### src/rtl/ssg_pkg.sv
package ssg_pkg;
  localparam int unsigned BYTE_W = 8;
  localparam int unsigned BP_W   = 3;

  localparam logic [BYTE_W-1:0] OP_WR_EN   = 8'h06;
  localparam logic [BYTE_W-1:0] OP_STAT_EN = 8'h50;
  localparam logic [BYTE_W-1:0] OP_STAT_WR = 8'h01;
  localparam logic [BYTE_W-1:0] OP_STAT_RD = 8'h05;

  localparam int unsigned STAT_BUSY  = 0;
  localparam int unsigned STAT_WEL   = 1;
  localparam int unsigned STAT_BP_LO = 2;
  localparam int unsigned STAT_LOCK  = 7;

  typedef enum logic [1:0] {
    EV_NONE,
    EV_ENABLE,
    EV_WR_FULL,
    EV_WR_SHORT
  } frame_ev_e;
endpackage

### src/rtl/ssg_sync.sv
module ssg_sync #(
  parameter int unsigned STAGES = 2,
  parameter int unsigned WIDTH  = 4,
  parameter logic [WIDTH-1:0] RST_VAL = '0
) (
  input  logic             clk,
  input  logic             rst_n,
  input  logic [WIDTH-1:0] d_i,
  output logic [WIDTH-1:0] q_o,
  output logic             rst_sync_n_o
);
  logic [STAGES-1:0] rst_pipe;

  always_ff @(posedge clk or negedge rst_n) begin
    if (!rst_n) rst_pipe <= '0;
    else        rst_pipe <= {rst_pipe[STAGES-2:0], 1'b1};
  end
  assign rst_sync_n_o = rst_pipe[STAGES-1];

  for (genvar g = 0; g < WIDTH; g++) begin : g_bit
    logic [STAGES-1:0] pipe;
    always_ff @(posedge clk or negedge rst_n) begin
      if (!rst_n) pipe <= {STAGES{RST_VAL[g]}};
      else        pipe <= {pipe[STAGES-2:0], d_i[g]};
    end
    assign q_o[g] = pipe[STAGES-1];
  end
endmodule

### src/rtl/ssg_frame.sv
module ssg_frame
  import ssg_pkg::*;
(
  input  logic              clk,
  input  logic              rst_n,
  input  logic              cs_s_i,
  input  logic              sck_s_i,
  input  logic              mosi_s_i,
  output frame_ev_e         ev_o,
  output logic [BYTE_W-1:0] ev_data_o,
  output logic              rd_active_o,
  output logic              sck_fall_o
);
  localparam int unsigned CNT_MAX = 2 * BYTE_W + 1;
  localparam int unsigned CNT_W   = $clog2(CNT_MAX + 1);

  logic              sck_d_q, cs_d_q;
  logic [CNT_W-1:0]  cnt_q, cnt_d;
  logic [BYTE_W-1:0] shf_q, shf_d;
  logic [BYTE_W-1:0] op_q, op_d;
  logic [BYTE_W-1:0] dat_q, dat_d;
  logic              rd_q, rd_d;
  frame_ev_e         ev_q, ev_d;
  logic              sck_rise, cs_rise, cs_fall;

  assign sck_rise   = sck_s_i & ~sck_d_q;
  assign sck_fall_o = ~sck_s_i & sck_d_q;
  assign cs_rise    = cs_s_i & ~cs_d_q;
  assign cs_fall    = ~cs_s_i & cs_d_q;

  always_comb begin
    cnt_d = cnt_q;
    shf_d = shf_q;
    op_d  = op_q;
    dat_d = dat_q;
    rd_d  = rd_q;
    ev_d  = EV_NONE;
    if (cs_fall) begin
      cnt_d = '0;
      shf_d = '0;
      op_d  = '0;
      rd_d  = 1'b0;
    end else if (!cs_s_i && sck_rise) begin
      shf_d = {shf_q[BYTE_W-2:0], mosi_s_i};
      if (cnt_q != CNT_W'(CNT_MAX)) cnt_d = cnt_q + CNT_W'(1);
      if (cnt_q == CNT_W'(BYTE_W - 1)) begin
        op_d = shf_d;
        if (shf_d == OP_STAT_RD) rd_d = 1'b1;
      end
      if (cnt_q == CNT_W'(2 * BYTE_W - 1)) dat_d = shf_d;
    end
    if (cs_rise) begin
      rd_d = 1'b0;
      if (cnt_q >= CNT_W'(BYTE_W)) begin
        if (op_q == OP_WR_EN || op_q == OP_STAT_EN) begin
          ev_d = EV_ENABLE;
        end else if (op_q == OP_STAT_WR) begin
          ev_d = (cnt_q >= CNT_W'(2 * BYTE_W)) ? EV_WR_FULL : EV_WR_SHORT;
        end
      end
    end
  end

  always_ff @(posedge clk or negedge rst_n) begin
    if (!rst_n) begin
      sck_d_q <= 1'b0;
      cs_d_q  <= 1'b1;
      cnt_q   <= '0;
      shf_q   <= '0;
      op_q    <= '0;
      dat_q   <= '0;
      rd_q    <= 1'b0;
      ev_q    <= EV_NONE;
    end else begin
      sck_d_q <= sck_s_i;
      cs_d_q  <= cs_s_i;
      cnt_q   <= cnt_d;
      shf_q   <= shf_d;
      op_q    <= op_d;
      dat_q   <= dat_d;
      rd_q    <= rd_d;
      ev_q    <= ev_d;
    end
  end

  assign ev_o        = ev_q;
  assign ev_data_o   = dat_q;
  assign rd_active_o = rd_q;

  // a command event is only issued once chip select is back high
  assert_event_after_cs_R3: assert property (@(posedge clk) disable iff (!rst_n)
    (ev_q != EV_NONE) |-> cs_s_i);
  // the read phase begins exactly when the opcode byte is complete
  assert_read_after_opcode_R9: assert property (@(posedge clk) disable iff (!rst_n)
    $rose(rd_q) |-> (cnt_q == CNT_W'(BYTE_W)));
endmodule

### src/rtl/ssg_regs.sv
module ssg_regs
  import ssg_pkg::*;
#(
  parameter logic [BP_W-1:0] RST_BP = '1
) (
  input  logic              clk,
  input  logic              rst_n,
  input  frame_ev_e         ev_i,
  input  logic [BYTE_W-1:0] ev_data_i,
  input  logic              wp_s_i,
  input  logic              busy_i,
  output logic [BYTE_W-1:0] status_o,
  output logic [BP_W-1:0]   bp_o,
  output logic              bpl_o
);
  logic [BP_W-1:0] bp_q, bp_d;
  logic            bpl_q, bpl_d;
  logic            wel_q, wel_d;
  logic            wr_ok;
  logic            unused_data;

  assign unused_data = ^{ev_data_i[STAT_LOCK-1:STAT_BP_LO+BP_W], ev_data_i[STAT_BP_LO-1:0]};
  assign wr_ok = wel_q && (wp_s_i || !bpl_q);

  always_comb begin
    bp_d  = bp_q;
    bpl_d = bpl_q;
    wel_d = wel_q;
    unique case (ev_i)
      EV_ENABLE: wel_d = 1'b1;
      EV_WR_FULL: begin
        if (wr_ok) begin
          bp_d  = ev_data_i[STAT_BP_LO +: BP_W];
          bpl_d = ev_data_i[STAT_LOCK];
        end
        wel_d = 1'b0;
      end
      EV_WR_SHORT: wel_d = 1'b0;
      default: ;
    endcase
  end

  always_ff @(posedge clk or negedge rst_n) begin
    if (!rst_n) begin
      bp_q  <= RST_BP;
      bpl_q <= 1'b0;
      wel_q <= 1'b0;
    end else begin
      bp_q  <= bp_d;
      bpl_q <= bpl_d;
      wel_q <= wel_d;
    end
  end

  always_comb begin
    status_o = '0;
    status_o[STAT_BUSY] = busy_i;
    status_o[STAT_WEL]  = wel_q;
    status_o[STAT_BP_LO +: BP_W] = bp_q;
    status_o[STAT_LOCK] = bpl_q;
  end

  assign bp_o  = bp_q;
  assign bpl_o = bpl_q;

  // pin low with lock set never releases the lock
  assert_lock_hold_R4: assert property (@(posedge clk) disable iff (!rst_n)
    (bpl_q && !wp_s_i) |=> bpl_q);
  // pin low with lock set freezes the protect bits
  assert_locked_bp_stable_R4: assert property (@(posedge clk) disable iff (!rst_n)
    (bpl_q && !wp_s_i) |=> $stable(bp_q));
  // every status-write frame drops the enable latch
  assert_wel_drop_R7: assert property (@(posedge clk) disable iff (!rst_n)
    (ev_i == EV_WR_FULL || ev_i == EV_WR_SHORT) |=> !wel_q);
  // no event, no state change
  assert_quiet_no_change_R8: assert property (@(posedge clk) disable iff (!rst_n)
    (ev_i == EV_NONE) |=> $stable({bpl_q, bp_q, wel_q}));
endmodule

### src/rtl/ssg_tx.sv
module ssg_tx
  import ssg_pkg::*;
(
  input  logic              clk,
  input  logic              rst_n,
  input  logic              rd_active_i,
  input  logic              sck_fall_i,
  input  logic              cs_s_i,
  input  logic [BYTE_W-1:0] status_i,
  output logic              miso_o,
  output logic              oe_o
);
  localparam int unsigned IDX_W = $clog2(BYTE_W);

  logic [IDX_W-1:0] idx_q, idx_d;
  logic             bit_q, bit_d;

  always_comb begin
    idx_d = idx_q;
    bit_d = bit_q;
    if (!rd_active_i) begin
      idx_d = '0;
      bit_d = 1'b0;
    end else if (sck_fall_i) begin
      bit_d = status_i[IDX_W'(BYTE_W - 1) - idx_q];
      idx_d = idx_q + IDX_W'(1);
    end
  end

  always_ff @(posedge clk or negedge rst_n) begin
    if (!rst_n) begin
      idx_q <= '0;
      bit_q <= 1'b0;
    end else begin
      idx_q <= idx_d;
      bit_q <= bit_d;
    end
  end

  assign oe_o   = rd_active_i & ~cs_s_i;
  assign miso_o = bit_q & oe_o;

  // after the last bit of a byte the shifter wraps to the MSB again
  assert_idx_wrap_R9: assert property (@(posedge clk) disable iff (!rst_n)
    (rd_active_i && sck_fall_i && idx_q == IDX_W'(BYTE_W - 1)) |=> (idx_q == '0));
endmodule

### src/rtl/spi_status_guard.sv
module spi_status_guard
  import ssg_pkg::*;
#(
  parameter int unsigned SYNC_STAGES = 2
) (
  input  logic            clk,
  input  logic            rst_n,
  input  logic            cs_n,
  input  logic            sck,
  input  logic            mosi,
  input  logic            wp_n,
  input  logic            busy_i,
  output logic            miso,
  output logic            miso_oe,
  output logic [BP_W-1:0] bp_o,
  output logic            bpl_o
);
  logic [3:0]        pins_s;
  logic              rst_int_n;
  frame_ev_e         ev;
  logic [BYTE_W-1:0] ev_data;
  logic              rd_active, sck_fall;
  logic [BYTE_W-1:0] status;

  ssg_sync #(.STAGES(SYNC_STAGES), .WIDTH(4), .RST_VAL(4'b0001)) u_sync (
    .clk          (clk),
    .rst_n        (rst_n),
    .d_i          ({wp_n, mosi, sck, cs_n}),
    .q_o          (pins_s),
    .rst_sync_n_o (rst_int_n)
  );

  ssg_frame u_frame (
    .clk         (clk),
    .rst_n       (rst_int_n),
    .cs_s_i      (pins_s[0]),
    .sck_s_i     (pins_s[1]),
    .mosi_s_i    (pins_s[2]),
    .ev_o        (ev),
    .ev_data_o   (ev_data),
    .rd_active_o (rd_active),
    .sck_fall_o  (sck_fall)
  );

  ssg_regs u_regs (
    .clk       (clk),
    .rst_n     (rst_int_n),
    .ev_i      (ev),
    .ev_data_i (ev_data),
    .wp_s_i    (pins_s[3]),
    .busy_i    (busy_i),
    .status_o  (status),
    .bp_o      (bp_o),
    .bpl_o     (bpl_o)
  );

  ssg_tx u_tx (
    .clk         (clk),
    .rst_n       (rst_int_n),
    .rd_active_i (rd_active),
    .sck_fall_i  (sck_fall),
    .cs_s_i      (pins_s[0]),
    .status_i    (status),
    .miso_o      (miso),
    .oe_o        (miso_oe)
  );
endmodule

### config.mk
export PLATFORM = sky130hd
export DESIGN_NAME = spi_status_guard
export DESIGN_NICKNAME = d
export VERILOG_FILES = /design/src/rtl/ssg_pkg.sv /design/src/rtl/ssg_sync.sv /design/src/rtl/ssg_frame.sv /design/src/rtl/ssg_regs.sv /design/src/rtl/ssg_tx.sv /design/src/rtl/spi_status_guard.sv
export SDC_FILE = /design/constraint.sdc
export NUM_CORES = 1
export LEC_CHECK = 0
export CAP_MARGIN = 30
export CORE_MARGIN = 2
export CORE_UTILIZATION = 35
export CTS_BUF_LIST = sky130_fd_sc_hd__clkbuf_16
export CTS_CLUSTER_SIZE = 8
export DETAILED_ROUTE_END_ITERATION = 10
export GPL_TIMING_DRIVEN = 0
export RECOVER_POWER = 50
export SLEW_MARGIN = 20
export SYNTH_ARGS = -nofsm -noshare
export SYNTH_HDL_FRONTEND = slang
export SYNTH_SLANG_ARGS = --single-unit
### constraint.sdc
create_clock -name clk -period 1.3 [get_ports clk]
set_clock_uncertainty 0.2 [all_clocks]
set_input_delay 0.195 -clock clk [delete_from_list [all_inputs] [get_ports clk]]
set_output_delay 0.195 -clock clk [all_outputs]
set_load 0.02 [all_outputs]
Yosys cells after proc, flatten, opt, wreduce, memory -nomap -nowiden
Index checks and enable logic that the tools add are counted.

Input port bits: 7. Output and inout port bits: 6. Flip-flop bits (word level): 52.

Reductions and logical operators: 19. Equal/unequal tests: 11. Order comparisons: 3. Multiplexer cells: 25. Add/sub/neg operators: 3. Bitwise operators: 11.

Operator list (number): 2-to-1 mux 8 bit (3); equality test 8 x 3 -> 1 bit (second input constant) (2); 2-to-1 mux 5 bit (3); 2-to-1 mux 7 bit (2); 2-to-1 mux 1 bit (9); nonzero test 3 bit (3); equality test 8 x 1 -> 1 bit (second input constant) (1); equality test 8 x 7 -> 1 bit (second input constant) (1); 2-to-1 mux 2 bit (4); nonzero test 2 bit (4); bitwise AND 1 bit (6); 2-to-1 mux 3 bit (2); AND reduction 2 bit (3); AND reduction 3 bit (2); adder 5 x 1 -> 5 bit (second input constant) (1); equality test 5 x 3 -> 1 bit (second input constant) (1); equality test 5 x 4 -> 1 bit (second input constant) (1); >= comparator 5 x 4 -> 1 bit (second input constant) (1); >= comparator 5 bit (second input constant) (1); inequality test 5 bit (second input constant) (1); inverter 1 bit (5); equality test 2 bit (second input constant) (2); < comparator 3 x 4 -> 1 bit (second input constant) (1); adder 3 x 1 -> 3 bit (second input constant) (1); other kinds (9) (12).

Logic depth before layout (Yosys ltp)
Gate-level depths: netlist of the first run.

Depth after elaboration: 6. Depth in mapped cells: 5. Gate-level depth less buffers: 5.

By module
From an unflattened synthesis of the first run, not the netlist that was laid out.

Cells, all modules: 206. Area, all modules: 2337.2 µm².

Modules (own cells, without submodules): ssg_frame (area an instance 1514.0 µm², times used 1, cells each 145, seq. area each 827.0 µm²); ssg_sync (area an instance 286.5 µm², times used 1, cells each 15, seq. area each 252.7 µm²); ssg_regs (area an instance 279.0 µm², times used 1, cells each 23, seq. area each 128.9 µm²); ssg_tx (area an instance 257.7 µm², times used 1, cells each 23, seq. area each 100.1 µm²).

Least setup slack after synthesis of the first run
OpenSTA, ideal clock, no wires.

Path type: register -> register. From: register u_frame.sck_d_q. To: register u_frame.rd_q, in the netlist u_frame.rd_active_o. Stages on the path, launching flop included: 5. Setup time: 0.128 ns. Slack: -0.618 ns. Arrival time: 1.590 ns. Buffers on the path: 1. Period minus slack after synthesis: 1.918 ns. Path through: dfrtp_1 -> or3b_1 -> buf_6 -> o41ai_4 -> mux2_1.

Longest elaborated chain between the ends: 5.

Ends and longest elaborated chain: from (decl) (RTL line ssg_frame.sv:17) `logic sck_d_q, cs_d_q;`; from (signal assigned) (RTL line ssg_frame.sv:75) `sck_d_q <= sck_s_i;`; inverter 1 bit (RTL line ssg_frame.sv:26) `assign sck_rise = sck_s_i & ~sck_d_q;`; bitwise AND 1 bit (RTL line ssg_frame.sv:26); logical AND 1 bit (RTL line ssg_frame.sv:43) `end else if (!cs_s_i && sck_rise) begin`; nonzero test 3 bit (no line); AND reduction 3 bit (no line); to (signal assigned) (RTL line ssg_frame.sv:81) `rd_q <= rd_d;`; to (decl) (RTL line ssg_frame.sv:22) `logic rd_q, rd_d;`.

Every way passes these cells. A chain may end at the register's enable or synchronous reset.

Worst setup path after layout of the first run
From: register u_frame.shf_q[2]. To: register u_frame.rd_q, in the netlist u_frame.rd_active_o.

Longest elaborated chain between the ends: 3.

Ends and longest elaborated chain: from (decl) (RTL line ssg_frame.sv:19) `logic [BYTE_W-1:0] shf_q, shf_d;`; from (signal assigned) (RTL line ssg_frame.sv:69) `shf_q <= '0;`; from (signal assigned) (RTL line ssg_frame.sv:78) `shf_q <= shf_d;`; equality test 8 x 3 -> 1 bit (RTL line ssg_frame.sv:48) `if (shf_d == OP_STAT_RD) rd_d = 1'b1;`; nonzero test 3 bit (no line); AND reduction 3 bit (no line).

Every way passes these cells.

==> results of run 1 <==
-- area by class of cell --
| cell class | count | area (um2) |
|---|---|---|
| Buffer | 6 | 72.6 |
| Clock buffer | 5 | 125 |
| Clock inverter | 3 | 11.3 |
| Fill cell | 498 | 2760 |
| Inverter | 10 | 52.6 |
| Multi-Input combinational cell | 119 | 1100 |
| Sequential cell | 48 | 1210 |
| Tap cell | 75 | 93.8 |
| Timing Repair Buffer | 43 | 457 |
-- layer usage --
metal,vias up,global-route usage (%),part of all wire (%)
li1,746,-,-
met1,795,18.9,43
met2,25,23.8,51
met3,12,3.85,2.8
met4,0,5.83,2.3
met5,-,0,0
-- cell families after synthesis --
logic type / count (synthesis) / synth area share, %
AND/OR/NAND/NOR: 60 / 16.1
XOR/XNOR: 2 / 0.831
adder cells (fa/ha/maj): 7 / 4.15
flip-flops: 48 / 57.3
AO/OA/AOI/OAI: 37 / 11.3
multiplexers: 12 / 6.82
other: 1 / 0.178
buffers and inverters: 17 / 3.38
-- worst max-delay path by stage --
stage                      from                  end
2_1_floorplan   u_frame.sck_d_q  u_frame.rd_active_o
3_3_place_gp   u_frame.cnt_q[0]  u_frame.rd_active_o
3_5_place_dp   u_frame.cnt_q[0]  u_frame.rd_active_o
4_1_cts         u_frame.sck_d_q  u_frame.rd_active_o
5_1_grt        u_frame.shf_q[2]  u_frame.rd_active_o
6_report       u_frame.shf_q[2]  u_frame.rd_active_o
-- worst max-delay path: stages (launching register included) --
cell,delay (ps)
dfrtp_1,480
or4b_4,540
o41ai_4,210
mux2_1,340
-- repair_timing --
action	in CTS	in global routing
gates cloned	1	1
setup endpoints to repair	37	40
hold buffers	0	0
buffers inserted	16	14
pin swaps	4	16
gates resized for setup	50	62
-- sequential cells by signal (all words and copies together) (netlist names), 2 cells and up --
name / flops
u_frame.op_q: 8
u_sync.g_bit.pipe: 8
u_frame.shf_q: 7
u_frame.cnt_q: 5
u_frame.ev_data_o: 4
u_regs.bp_o: 3
u_tx.idx_q: 3
u_frame.ev_o: 2
u_sync.rst_pipe: 2
-- stage by stage --
step | std cells | setup slack, ps
finish | 309 | -593
CTS | 296 | -593
floorplan | 184 | -593
detailed placement | 271 | -713
global placement | 271 | -708
global route | 309 | -633
-- layout by cell type (no fill, tap or decap), types with 8 or more instances in the layout --
cell type  Yosys  final
nand2_1       18     10
a21oi_1       17      9
inv_1         10      8
mux2_4         0      8
buf_6          1     17
dfrtp_1       42     37
buf_4          0     15
nor2_1        11     10
-- power by group through the flow --
stage	clock, mW	sequential [mW]	combinational (mW)
detailed placement	0	1.75	0.399
global route	1.30	1.74	0.778
finish	1.20	1.72	0.720
global placement	0	1.75	0.387
floorplan	0	1.71	0.309
CTS	1.23	1.70	0.545
==> out/metrics.csv, run 1 <==
stage,metric,value,unit
synthesis,synth_edf_count,0,
worst_setup_path,cp.arrival,1860,ps
worst_setup_path,crit_path_start_kind,flop,
grt,track_usage,14.7,%
clocking,h-tree-depth,2,
route,drc,0,
outcome,violations,negative setup slack,
timing,fin_crit,1890,ps
clocking,cts_root_buffer,clkbuf_16,
timing,post-route-period-util,146,%
floorplanning,start_util,35.8,%
synthesis,yosys-top-cells-count,"dfrtp_1, nand2_1, a21oi_1, nand3_1, nor2_1",
power,swShare,26.5,%
power,intPower,2.68,mW
synthesis,async_reset_ff_share,100,%
floorplanning,die-area,6660,um2
timing,hold_violations,0,
grt,grt.overflow.total,0,
layout,final_area,3130,um2
worst_setup_path,worstReg2RegEnd,u_frame.rd_active_o,
synthesis,synth_top_area_share,49.8,%
worst_setup_path,reg2reg_from,u_frame.shf_q[2],
layout,post_route_cells_drive_above_1_share,49.1,%
floorplanning,rows,28,
synthesis,syn-cell-area,2110,um2
timing,maxSlewHeadroom,44.5,%
synthesis,synthesis.nets,198,
worst_setup_path,worstSetupPathType,reg2reg,
clocking,clk_latency,280,ps
worst_setup_path,reg2reg_slack,-590,ps
floorplanning,die_y,81.6,um
worst_setup_path,critPathMaxFanout,5,
synthesis,yosys_warnings,0,
timing,report.final.slew_viol_count,0,
route,ant_nets,0,
place,placed_area,2470,um2
layout,syn2layout_area_growth,48.3,%
floorplanning,die_x,81.6,um
worst_setup_path,crit_path_end_kind,flop,
hold_path,hp-class,in2async,
worst_setup_path,cp.required,1260,ps
synthesis,synth_top_cell_by_area,dfrtp_1,
route,drt-total-wl,4760,um
power,p_switching,0.964,mW
timing,fin_ws,-593,ps
power,seqPwrFrac,47.2,%
grt,antenna_found_initial,0,
timing,tns,-11330,ps
timing,fmax,528,MHz
route,avgRoutedWirePerCell,15.4,um
layout,num_antenna_cells,0,
synthesis,syn_area_per_cell,11.5,um2
power,p_leak,1.37,nW
synthesis,ys_seq_elements,48,
clocking,cts_tree,yes,
synthesis,netlist_instances,184,
grt,first_global_vias,1515,
power,pwr-share-comb,19.8,%
synthesis,yosysMostFrequentCell,dfrtp_1,
grt,grt_pass1_wl,7300,um
power,vdd_drop_max,0.617,mV
power,pwr-share-clk,33.0,%
synthesis,ys_top_cells_by_area,"dfrtp_1, dfstp_2, mux2_2",
clocking,cts_buffers,5,
layout,final_nets,247,
floorplanning,io_pins,13,
route,vias,1578,
timing,worst_slew_pin_slew,833,ps
synthesis,ys_seq_area_share,57.3,%
clocking,clock_path_buffers,2,
power,p_per_area,1160,nW/um2
place,place_congestion,0.807,
timing,rsz0062_at_grt,true,
layout,final_core_utilization,53.2,%
route,dr.pass1.iters,4,
clocking,clock-sinks,48,
clocking,clk_pin_slew,60,ps
timing,finalSetupViolCount,37,
synthesis,ys.flop_type,dfrtp_1,
floorplanning,core-area,5890,um2
place,hpwl,2830,um
synthesis,synth.distinct_cells,40,
route,drt-initial-drc-count,80,
timing,hold-worst-slack,97.8,ps
run,cap_violations,0,
route,viasPerCell,5.11,
place,portBuffers,12,
grt,grt_max_degree,39,
outcome,outcome,finished with violations,
power,p_total,3.64,mW
worst_setup_path,r2r_cells,3,
Note: power is estimated with default switching activity, not from simulation.
==> run 2, diff against run 1 <==
TNS_END_PERCENT = 20   (was default)
==> run 2 against run 1 <==
The run still ends with negative setup slack left. Wire length shrank 6.2%. Power grew 4.1%. Sequential share of layout area grew 1.3 points. Critical endpoint unchanged. Count of clock-buffer cells in the layout is the same. Highest routed layer unchanged. Flip-flop and latch count is the same. Largest power group unchanged.
==> out/metrics.csv, run 2 (synthesis results as in run 1) <==
stage,metric,value,unit,change
outcome,outcome,finished with violations,,
outcome,violations,negative setup slack,,
timing,finalSetupViolCount,36,,-2.7%
layout,post_route_cells_drive_above_1_share,43.2,%,-6.0 points
layout,syn2layout_area_growth,43.1,%,
clocking,cts_root_buffer,clkbuf_16,,
route,dr.pass1.iters,4,,unchanged
grt,grt.overflow.total,0,,unchanged
power,vdd_drop_max,0.516,mV,-16%
route,vias,1503,,-4.8%
clocking,cts_tree,yes,,
layout,num_antenna_cells,0,,unchanged
layout,nFillCells,500,,+0.40%
place,hpwl,2750,um,-2.8%
worst_setup_path,crit_path_start_kind,flop,,
route,drt-initial-drc-count,72,,-10%
timing,hold_violations,0,,unchanged
route,avgRoutedWirePerCell,14.8,um,-4.0%
layout,final_cells,302,,-2.3%
clocking,clock-sinks,48,,unchanged
worst_setup_path,critPathLaunch,u_frame.shf_q[0],,
layout,final_core_utilization,51.3,%,-1.9 points
worst_setup_path,r2r_cells,3,,unchanged
clocking,clock_path_buffers,2,,unchanged
grt,antenna_found_initial,0,,unchanged
layout,layout_commonest_cell,dfrtp_1,,
floorplanning,start_util,35.8,%,unchanged
timing,fin_crit,1890,ps,-7.50 ps
layout,seq_area,1210,um2,-0.21%
floorplanning,io_pins,13,,unchanged
grt,first_global_vias,1387,,-8.4%
place,dp.cells,272,,+0.37%
worst_setup_path,cp-endpoint,u_frame.rd_active_o,,
worst_setup_path,worstReg2RegEnd,u_frame.rd_active_o,,
worst_setup_path,crit_path_end_kind,flop,,
grt,grt_pass1_wl,6980,um,-4.4%
timing,maxSlewHeadroom,53.2,%,+8.8 points
floorplanning,die_x,81.6,um,unchanged
layout,multi_input_area,1060,um2,-3.5%
timing,worst_slew_pin_slew,701,ps,-131 ps
layout,final_area,3020,um2,-3.5%
timing,fmax,530,MHz,+0.40%
timing,fin_ws,-585,ps,+7.50 ps
route,ant_nets,0,,unchanged
clocking,cts_buffers,5,,unchanged
timing,post-route-period-util,145,%,-0.58 points
run,cap_violations,0,,unchanged
place,place_congestion,0.794,,-1.6%
route,drt-total-wl,4460,um,-6.2%
floorplanning,core-area,5890,um2,unchanged
place,placed_area,2450,um2,-0.91%
worst_setup_path,reg2reg_from,u_frame.shf_q[0],,
layout,reg_top3,"u_frame.op_q x8, u_sync.g_bit.pipe x8, u_frame.shf_q x7",,
layout,final_nets,240,,-2.8%
place,portBuffers,12,,unchanged
worst_setup_path,reg2reg_slack,-590,ps,about the same
timing,rsz0062_at_grt,true,,
hold_path,hp-class,in2async,,
grt,grt_max_degree,32,,-18%
clocking,clk_latency,290,ps,about the same
worst_setup_path,cp.required,1280,ps,+20 ps
floorplanning,rows,28,,unchanged
timing,report.final.slew_viol_count,0,,unchanged
power,p_per_area,1260,nW/um2,+7.9%
worst_setup_path,cp.arrival,1860,ps,about the same
route,viasPerCell,4.98,,-2.5%
worst_setup_path,critPathMaxFanout,2,,-3
clocking,h-tree-depth,2,,unchanged
layout,final_cell_mix,"dfrtp_1, buf_4, nand2_1, nor2_1, nand3_1",,
clocking,clk_pin_slew,70,ps,about the same
power,p_total,3.79,mW,+4.1%
power,p_leak,1.33,nW,-2.9%
worst_setup_path,worstSetupPathType,reg2reg,,
route,drc,0,,unchanged
grt,track_usage,14.1,%,-0.57 points
floorplanning,die_y,81.6,um,unchanged
floorplanning,die-area,6660,um2,unchanged
## run 2: how the worst min path moves through the flow
stage                  startpoint                 endpoint  slack [ps]  cells after the start
6_report                    rst_n  u_sync.g_bit[1].pipe[1]         0.3                      1
5_1_grt        u_sync.rst_pipe[1]           u_frame.cs_d_q          20                      0
4_1_cts                     rst_n  u_sync.g_bit[1].pipe[1]          20                      1
3_5_place_dp   u_sync.rst_pipe[1]      u_frame.rd_active_o         -80                      0
3_3_place_gp   u_sync.rst_pipe[0]       u_sync.rst_pipe[1]         130                      0
2_1_floorplan               rst_n  u_sync.g_bit[1].pipe[0]        -300                      0
## run 2: layout make-up
| cell class | instances | share of cell area [%] |
|---|---|---|
| flip-flops and latches | 48 | 40.2 |
| plain buffers | 6 | 2.69 |
| well taps | 75 | 3.11 |
| clock inverters | 3 | 1.53 |
| repair buffers | 36 | 11.5 |
| inverters | 10 | 1.66 |
| multi-input cells | 119 | 35.2 |
| clock buffers | 5 | 4.14 |
## run 2: stage by stage
step	hold WS [ps]	worst slack (ps)	TNS (ps)
3_3_place_gp	132	-709	-36080
3_5_place_dp	-82.9	-728	-14750
4_1_cts	15.7	-589	-11160
2_1_floorplan	-301	-593	-11210
5_1_grt	19.4	-640	-13450
6_report	0.262	-585	-11620
## run 2: per-layer routing
layer / vias to the layer above / GRT usage, % / routed length (um)
met5: - / 0 / 0
met4: 0 / 6.17 / 78
met3: 7 / 3.96 / 142
met2: 24 / 19.9 / 2120
met1: 738 / 20.3 / 2120
li1: 734 / - / -
## run 2: power breakdown
group          total, mW  switching (mW)  internal (mW)
combinational      0.612           0.312          0.300
clock               1.49           0.578          0.914
sequential          1.69           0.101           1.59
## run 2: repair_timing
action,in CTS,in global routing
pin swaps,7,7
hold buffers,1,0
hold endpoints to repair,6,0
endpoints found under the setup margin,37,40
resized for setup,65,25
buffers inserted,15,8
## run 2: critical path, stage by stage (launching register included)
cell	delay, ps
dfrtp_1	380
or4b_4	550
o41ai_4	310
mux2_4	330
